$ cat src/rtl/obin_pkg.sv
`timescale 1ns/1ps
package obin_pkg;
   typedef enum logic {
      SCAN_IDLE = 1'b0,
      SCAN_RUN  = 1'b1
   } scan_state_e;

   function automatic int idx_bits(input int n);
      return (n > 1) ? $clog2(n) : 1;
   endfunction
endpackage

$ cat src/rtl/obin_scan.sv
`timescale 1ns/1ps
module obin_scan
   import obin_pkg::*;
#(
   parameter int NUM_BINS = 8,
   localparam int IDX_W = idx_bits(NUM_BINS)
) (
   input  logic                clk,
   input  logic                rst_n,
   input  logic                slot_pulse,
   output logic                busy,
   output logic [IDX_W-1:0]    idx,
   output logic [NUM_BINS-1:0] drain_sel
);
   localparam logic [IDX_W-1:0] LAST_IDX = IDX_W'(NUM_BINS - 1);

   scan_state_e state;

   always_ff @(posedge clk) begin
      if (!rst_n) begin
         state <= SCAN_IDLE;
         idx   <= '0;
      end else if (slot_pulse) begin
         state <= SCAN_RUN;
         idx   <= '0;
      end else if (state == SCAN_RUN) begin
         if (idx == LAST_IDX) begin
            state <= SCAN_IDLE;
            idx   <= '0;
         end else begin
            idx <= idx + 1'b1;
         end
      end
   end

   assign busy = (state == SCAN_RUN);

   for (genvar b = 0; b < NUM_BINS; b++) begin : g_sel
      assign drain_sel[b] = busy && (idx == IDX_W'(b));
   end


   scan_start_chk: assert property (@(posedge clk) disable iff (!rst_n)
      slot_pulse |=> (busy && idx == '0));

   scan_end_chk: assert property (@(posedge clk) disable iff (!rst_n)
      (busy && idx == LAST_IDX && !slot_pulse) |=> !busy);

   scan_step_chk: assert property (@(posedge clk) disable iff (!rst_n)
      (busy && idx != LAST_IDX && !slot_pulse) |=> (busy && idx == $past(idx) + 1'b1));
endmodule

$ cat src/rtl/obin_bin_bank.sv
`timescale 1ns/1ps
module obin_bin_bank #(
   parameter int NUM_BINS = 8,
   parameter int CELL_W   = 16,
   localparam int FLAT_W  = NUM_BINS * CELL_W
) (
   input  logic                clk,
   input  logic                rst_n,
   input  logic [NUM_BINS-1:0] wr,
   input  logic [FLAT_W-1:0]   wr_cells,
   input  logic [NUM_BINS-1:0] drain_sel,
   output logic [NUM_BINS-1:0] held,
   output logic [FLAT_W-1:0]   held_cells,
   output logic [NUM_BINS-1:0] overrun
);
   for (genvar b = 0; b < NUM_BINS; b++) begin : g_bin
      logic [CELL_W-1:0] cell_q;

      always_ff @(posedge clk) begin
         if (!rst_n) begin
            held[b]    <= 1'b0;
            overrun[b] <= 1'b0;
         end else begin
            overrun[b] <= wr[b] && held[b] && !drain_sel[b];
            if (wr[b])
               held[b] <= 1'b1;
            else if (drain_sel[b])
               held[b] <= 1'b0;
         end
      end

      always_ff @(posedge clk) begin
         if (wr[b])
            cell_q <= wr_cells[b*CELL_W +: CELL_W];
      end

      assign held_cells[b*CELL_W +: CELL_W] = cell_q;


      bin_load_chk: assert property (@(posedge clk) disable iff (!rst_n)
         wr[b] |=> (held[b] && held_cells[b*CELL_W +: CELL_W] == $past(wr_cells[b*CELL_W +: CELL_W])));

      bin_clear_chk: assert property (@(posedge clk) disable iff (!rst_n)
         (drain_sel[b] && !wr[b]) |=> !held[b]);

      bin_overrun_chk: assert property (@(posedge clk) disable iff (!rst_n)
         (wr[b] && held[b] && !drain_sel[b]) |=> overrun[b]);
   end
endmodule

$ cat src/rtl/obin_fifo.sv
`timescale 1ns/1ps
module obin_fifo #(
   parameter int CELL_W     = 16,
   parameter int FIFO_DEPTH = 32,
   parameter int DROP_W     = 8,
   parameter bit SAT_DROP   = 1'b1,
   localparam int AW        = $clog2(FIFO_DEPTH)
) (
   input  logic              clk,
   input  logic              rst_n,
   input  logic              push,
   input  logic [CELL_W-1:0] push_cell,
   input  logic              pop_req,
   output logic              out_valid,
   output logic [CELL_W-1:0] out_cell,
   output logic [DROP_W-1:0] drop_cnt
);
   localparam logic [AW:0] FULL_LVL = (AW+1)'(FIFO_DEPTH);

   logic [CELL_W-1:0] mem [FIFO_DEPTH];
   logic [AW-1:0]     wr_ptr, rd_ptr;
   logic [AW:0]       level;
   logic              full, empty, accept, take;

   assign full   = (level == FULL_LVL);
   assign empty  = (level == '0);
   assign accept = push && !full;
   assign take   = pop_req && !empty;

   always_ff @(posedge clk) begin
      if (accept)
         mem[wr_ptr] <= push_cell;
   end

   always_ff @(posedge clk) begin
      if (!rst_n) begin
         wr_ptr    <= '0;
         rd_ptr    <= '0;
         level     <= '0;
         out_valid <= 1'b0;
         out_cell  <= '0;
      end else begin
         out_valid <= take;
         if (take) begin
            out_cell <= mem[rd_ptr];
            rd_ptr   <= rd_ptr + 1'b1;
         end
         if (accept)
            wr_ptr <= wr_ptr + 1'b1;
         case ({accept, take})
            2'b10:   level <= level + 1'b1;
            2'b01:   level <= level - 1'b1;
            default: level <= level;
         endcase
      end
   end

   if (SAT_DROP) begin : g_sat
      always_ff @(posedge clk) begin
         if (!rst_n)
            drop_cnt <= '0;
         else if (push && full && !(&drop_cnt))
            drop_cnt <= drop_cnt + 1'b1;
      end
   end else begin : g_wrap
      always_ff @(posedge clk) begin
         if (!rst_n)
            drop_cnt <= '0;
         else if (push && full)
            drop_cnt <= drop_cnt + 1'b1;
      end
   end


   drop_inc_chk: assert property (@(posedge clk) disable iff (!rst_n)
      (push && full) |=> (drop_cnt == DROP_W'($past(drop_cnt) + 1'b1) || (SAT_DROP && &$past(drop_cnt))));

   drop_hold_chk: assert property (@(posedge clk) disable iff (!rst_n)
      !(push && full) |=> $stable(drop_cnt));

   pop_valid_chk: assert property (@(posedge clk) disable iff (!rst_n)
      !pop_req |=> !out_valid);

   pop_level_chk: assert property (@(posedge clk) disable iff (!rst_n)
      (pop_req && !empty) |=> out_valid);
endmodule

$ cat src/rtl/obin_drain.sv
`timescale 1ns/1ps
module obin_drain
   import obin_pkg::*;
#(
   parameter int NUM_BINS   = 8,
   parameter int CELL_W     = 16,
   parameter int FIFO_DEPTH = 32,
   parameter int DROP_W     = 8,
   parameter bit SAT_DROP   = 1'b1
) (
   input  logic                         clk,
   input  logic                         rst_n,
   input  logic                         slot_pulse,
   input  logic [NUM_BINS-1:0]          bin_wr,
   input  logic [NUM_BINS*CELL_W-1:0]   bin_cells,
   output logic                         out_valid,
   output logic [CELL_W-1:0]            out_cell,
   output logic [NUM_BINS-1:0]          overrun,
   output logic                         busy,
   output logic [DROP_W-1:0]            drop_count
);
   localparam int IDX_W  = idx_bits(NUM_BINS);
   localparam int FLAT_W = NUM_BINS * CELL_W;

   if (NUM_BINS < 2) begin : g_bad_bins
      $error("NUM_BINS must be at least 2");
   end
   if (CELL_W < 1) begin : g_bad_width
      $error("CELL_W must be positive");
   end
   if (FIFO_DEPTH < 2 || (FIFO_DEPTH & (FIFO_DEPTH - 1)) != 0) begin : g_bad_depth
      $error("FIFO_DEPTH must be a power of two, at least 2");
   end
   if (DROP_W < 1) begin : g_bad_drop
      $error("DROP_W must be positive");
   end

   logic [IDX_W-1:0]    scan_idx;
   logic [NUM_BINS-1:0] drain_sel;
   logic [NUM_BINS-1:0] held;
   logic [FLAT_W-1:0]   held_cells;
   logic [CELL_W-1:0]   cell_arr [NUM_BINS];
   logic                push;
   logic [CELL_W-1:0]   push_cell;

   obin_scan #(.NUM_BINS(NUM_BINS)) i_scan (
      .clk        (clk),
      .rst_n      (rst_n),
      .slot_pulse (slot_pulse),
      .busy       (busy),
      .idx        (scan_idx),
      .drain_sel  (drain_sel)
   );

   obin_bin_bank #(.NUM_BINS(NUM_BINS), .CELL_W(CELL_W)) i_bins (
      .clk        (clk),
      .rst_n      (rst_n),
      .wr         (bin_wr),
      .wr_cells   (bin_cells),
      .drain_sel  (drain_sel),
      .held       (held),
      .held_cells (held_cells),
      .overrun    (overrun)
   );

   for (genvar b = 0; b < NUM_BINS; b++) begin : g_unpack
      assign cell_arr[b] = held_cells[b*CELL_W +: CELL_W];
   end

   assign push      = |(drain_sel & held);
   assign push_cell = cell_arr[scan_idx];

   obin_fifo #(
      .CELL_W     (CELL_W),
      .FIFO_DEPTH (FIFO_DEPTH),
      .DROP_W     (DROP_W),
      .SAT_DROP   (SAT_DROP)
   ) i_fifo (
      .clk       (clk),
      .rst_n     (rst_n),
      .push      (push),
      .push_cell (push_cell),
      .pop_req   (slot_pulse),
      .out_valid (out_valid),
      .out_cell  (out_cell),
      .drop_cnt  (drop_count)
   );


   one_visit_chk: assert property (@(posedge clk) disable iff (!rst_n)
      $onehot0(drain_sel) && (busy == (drain_sel != '0)));

   empty_skip_chk: assert property (@(posedge clk) disable iff (!rst_n)
      (busy && !held[scan_idx]) |-> !push);

   reset_quiet_chk: assert property (@(posedge clk)
      !rst_n |=> (!out_valid && !busy && overrun == '0 && drop_count == '0));
endmodule

$ cat config.mk
export PLATFORM = sky130hd
export DESIGN_NAME = obin_drain
export DESIGN_NICKNAME = d
export VERILOG_FILES = /design/src/rtl/obin_pkg.sv /design/src/rtl/obin_scan.sv /design/src/rtl/obin_bin_bank.sv /design/src/rtl/obin_fifo.sv /design/src/rtl/obin_drain.sv
export SDC_FILE = /design/constraint.sdc
export NUM_CORES = 1
export LEC_CHECK = 0
export BUFFER_PORTS_ARGS = -buffer_cell sky130_fd_sc_hd__buf_2
export CAP_MARGIN = 20
export CORE_ASPECT_RATIO = 0.6
export CORE_MARGIN = 3
export CORE_UTILIZATION = 39
export CTS_BUF_LIST = sky130_fd_sc_hd__clkbuf_8
export DETAILED_ROUTE_END_ITERATION = 8
export PLACE_DENSITY_LB_ADDON = 0.25
export SLEW_MARGIN = 5
export SYNTH_ARGS = -nofsm -noshare
export SYNTH_HDL_FRONTEND = slang
export SYNTH_SLANG_ARGS = --single-unit
$ cat constraint.sdc
create_clock -name clk -period 8.8 [get_ports clk]
set_input_delay 0.44 -clock clk [delete_from_list [all_inputs] [get_ports clk]]
set_output_delay 0.44 -clock clk [all_outputs]
set_load 0.03 [all_outputs]
==> impl_results.md <==
- Worst Path Arrival: about 5 ns
- Main flop type after synthesis: edfxtp_1
- DIE WIDTH: around 350 um
- Synthesis-to-layout area growth: 19.1%
- Final Max Slew Viols: 0
- Post-DRT Antenna Nets: 0
- Tot GR Track Use: 19.3%
- Die Ht: about 210 um
- Skew-Pair Late Insertion Delay: 0.74 ns
- Routed WL per cell: about 25 um
- First-pass GRT wire length: 103 mm
- Vias per cell: about 5.3
- Register cell area after layout: between 20000 and 25000 um^2
- Row cnt: 74
- Initial antenna violation count: 4
- Remaining DRCs: 0
- Post-synth top area share: 70.5%
- Vias: approximately 15000
- Final Cycle Share: between 50 and 60%
- Die footprint: about 73000 um^2
- H-tree Lvls: 3
- Core area: about 69000 um^2
- Setup TNS: 0 ns
- FILL cells: roughly 5800
- Pre-antenna DRT Iters: 5
- Syn nets: roughly 1600
- Vias in the first global route: approximately 16000
- RSZ-0062 raised after global routing: no
- Max VDD drop: 130 uV
- Hold Vio Cnt, Final: 0
- CP Launch Type: register
- Largest net degree at the start of global routing: 145
- Synth area leaders: edfxtp_1 70%, mux4_2 6.8%, mux2i_1 5.9%
- Status: finished, final reports clean
- Ports: 173
- Seq cells post-synth: 701
- Final setup vio count: 0
- IO buf count: 172
- Hold WC Path Type: input pin to register
- Setup ws final: 4.32 ns
- Library cells used by synthesis: 60
- Detailed Place HPWL: 43.3 mm
- Root Buffer: clkbuf_8
- Clock sinks: between 700 and 800
- Synth async-reset ratio: 0%
- CP Class: register to register
- CTS tree: done
- Worst-path clk slew: roughly 0.07 ns
- Static Leak: approximately 0.011 uW
- Max-slew headroom: about a fifth
- Deepest clock path buffer count: 3
- EDFF count, synth: 640
- Yosys synthesis warning count: 0
- Nets: slightly above 2000
- Peak Freq: 223 MHz
- Crit end category: register
- Minimum clock period: ~4.5 ns
- Number of max-cap violations: 0
- Global route overflow: 0
- Syn Area/Cell: about 18 um^2
- Most frequent cells in the layout: 640 x edfxtp_1, 172 x buf_2, 160 x mux2i_1, 129 x dlygate4sd3_1, 111 x clkbuf_8
- CTS Buf Count: 100
- Synthesized cell area: 27300 um^2
- Initial Utilization: about two fifths
- Final wirelength: between 70 and 80 mm
- Worst-Margin Slew: ~1.2 ns
- Multi-input logic area: 6310 um^2
- Layout Skew: ~0.038 ns
- Most common cell after layout, fill and taps aside: edfxtp_1
- Post-synthesis instance total: about 1500
- Crit-path max FO: 23
- WP data required: roughly 9.5 ns
- Sequential share of the synthesized area: between 70% and 80%
- Iter 0 DRT Violations: 1616
- Post-Place Setup Slack: ~4.4 ns
- Power Dens Cells: around 230 nW/um^2
- Ratio of cells with drive above 1 in the final layout: between 20% and 30%
- Area leader, netlist: edfxtp_1
- Final GP Congestion: 0.822
repair_timing:
| item | CTS | global route |
|---|---|---|
| hold buffers | 129 | 0 |
| setup buffers | 0 | 0 |
| endpoints found under the hold margin | 129 | 0 |
| gates resized for setup | 0 | 0 |
area by class of cell:
class	count	share of cell area (%)
Sequential cell	701	63.0
Multi-Input combinational cell	694	19.4
Timing Repair Buffer	357	8.09
Clock buffer	111	4.71
Tap cell	912	3.52
Clock inverter	73	1.09
Inverter	13	0.150
Antenna cell	2	0.0154
per-stage QoR:
stage | util (%) | hold slack [ns] | cell area, um^2 | std cells | power (uW)
2_1_floorplan | - | 0.457 | 27300 | 1485 | 4600
3_3_place_gp | 42.6 | 0.450 | 29200 | 2545 | 4900
5_1_grt | 47.3 | 0.139 | 32500 | 2861 | 7640
6_report | 47.3 | 0.180 | 32500 | 2863 | 7340
3_5_place_dp | 42.6 | 0.454 | 29200 | 2545 | 4920
4_1_cts | 47.2 | 0.0896 | 32400 | 2858 | 7410
where the power goes:
part | switching, uW | leakage [uW] | internal, uW | total (uW)
sequential | 73.1 | 0.00636 | 3800 | 3880
combinational | 617 | 0.00341 | 404 | 1020
clock | 1250 | 0.00112 | 1190 | 2440
total | 1940 | 0.0109 | 5400 | 7340
final timing paths:
path | start | to | slack [ns] | cells after the start
hold / removal | rst_n | i_fifo.wr_ptr[4] | 0.18 | 2
setup reg to reg | i_scan.idx[2] | i_fifo.level[4] | 4.32 | 13
hold reg to reg | i_fifo.out_cell[13] | i_fifo.out_cell[13] | 0.46 | 1
setup / recovery | i_scan.idx[2] | i_fifo.level[4] | 4.32 | 13
worst max-delay path: stages, from the launching register on:
cell      delay, ns
dfxtp_1        0.81
clkinv_1       0.58
ha_1           0.39
a22oi_1        0.37
a31oi_4        0.19
o21ai_1        0.41
ha_1           0.39
inv_1          0.11
fa_1           0.40
nor2b_1        0.17
o21a_1         0.16
nor3_1         0.05
o31ai_1        0.22
and2_1         0.15
cell families after synthesis:
logic type / synth area share, %
adders and majority gates: 0.854
and+or+nand+nor: 4.61
buffers and inverters: 1.93
xor gates and xnor gates: 0.257
AOI/OAI and AO/OA: 4.73
muxes: 12.6
DFF: 75.0
state kept, by name, indices dropped and copies added (netlist names), 5 cells and up:
register,count
i_fifo.rd_ptr,5
i_fifo.mem,512
i_bins.g_bin.cell_q,128
i_fifo.wr_ptr,5
i_fifo.level,6
i_fifo.out_cell,16
i_fifo.drop_cnt,8
i_bins.held,8
i_bins.overrun,8
layer usage:
metal	GRT usage [%]	up-vias	part of all wire, %
met1	28.8	7828	46
li1	-	6745	-
met3	5.03	102	8.4
met5	0	-	0
met4	4.48	0	1.7
met2	28.4	501	44
synthesized netlist by cell type (12+ instances only):
| master | count |
|---|---|
| o211ai_1 | 16 |
| nor2_1 | 87 |
| edfxtp_1 | 640 |
| inv_1 | 12 |
| o22ai_1 | 32 |
| nand2_1 | 78 |
| clkbuf_1 | 27 |
| buf_2 | 19 |
| mux2i_1 | 160 |
| ha_1 | 17 |
| a22oi_1 | 17 |
| a21oi_1 | 26 |
| nand3_1 | 13 |
| mux4_2 | 82 |
| nor4_2 | 13 |
| o22a_1 | 15 |
| o221ai_1 | 16 |
| a32o_1 | 15 |
| buf_4 | 15 |
| dfxtp_1 | 61 |
(Power assumes the default switching activity.)
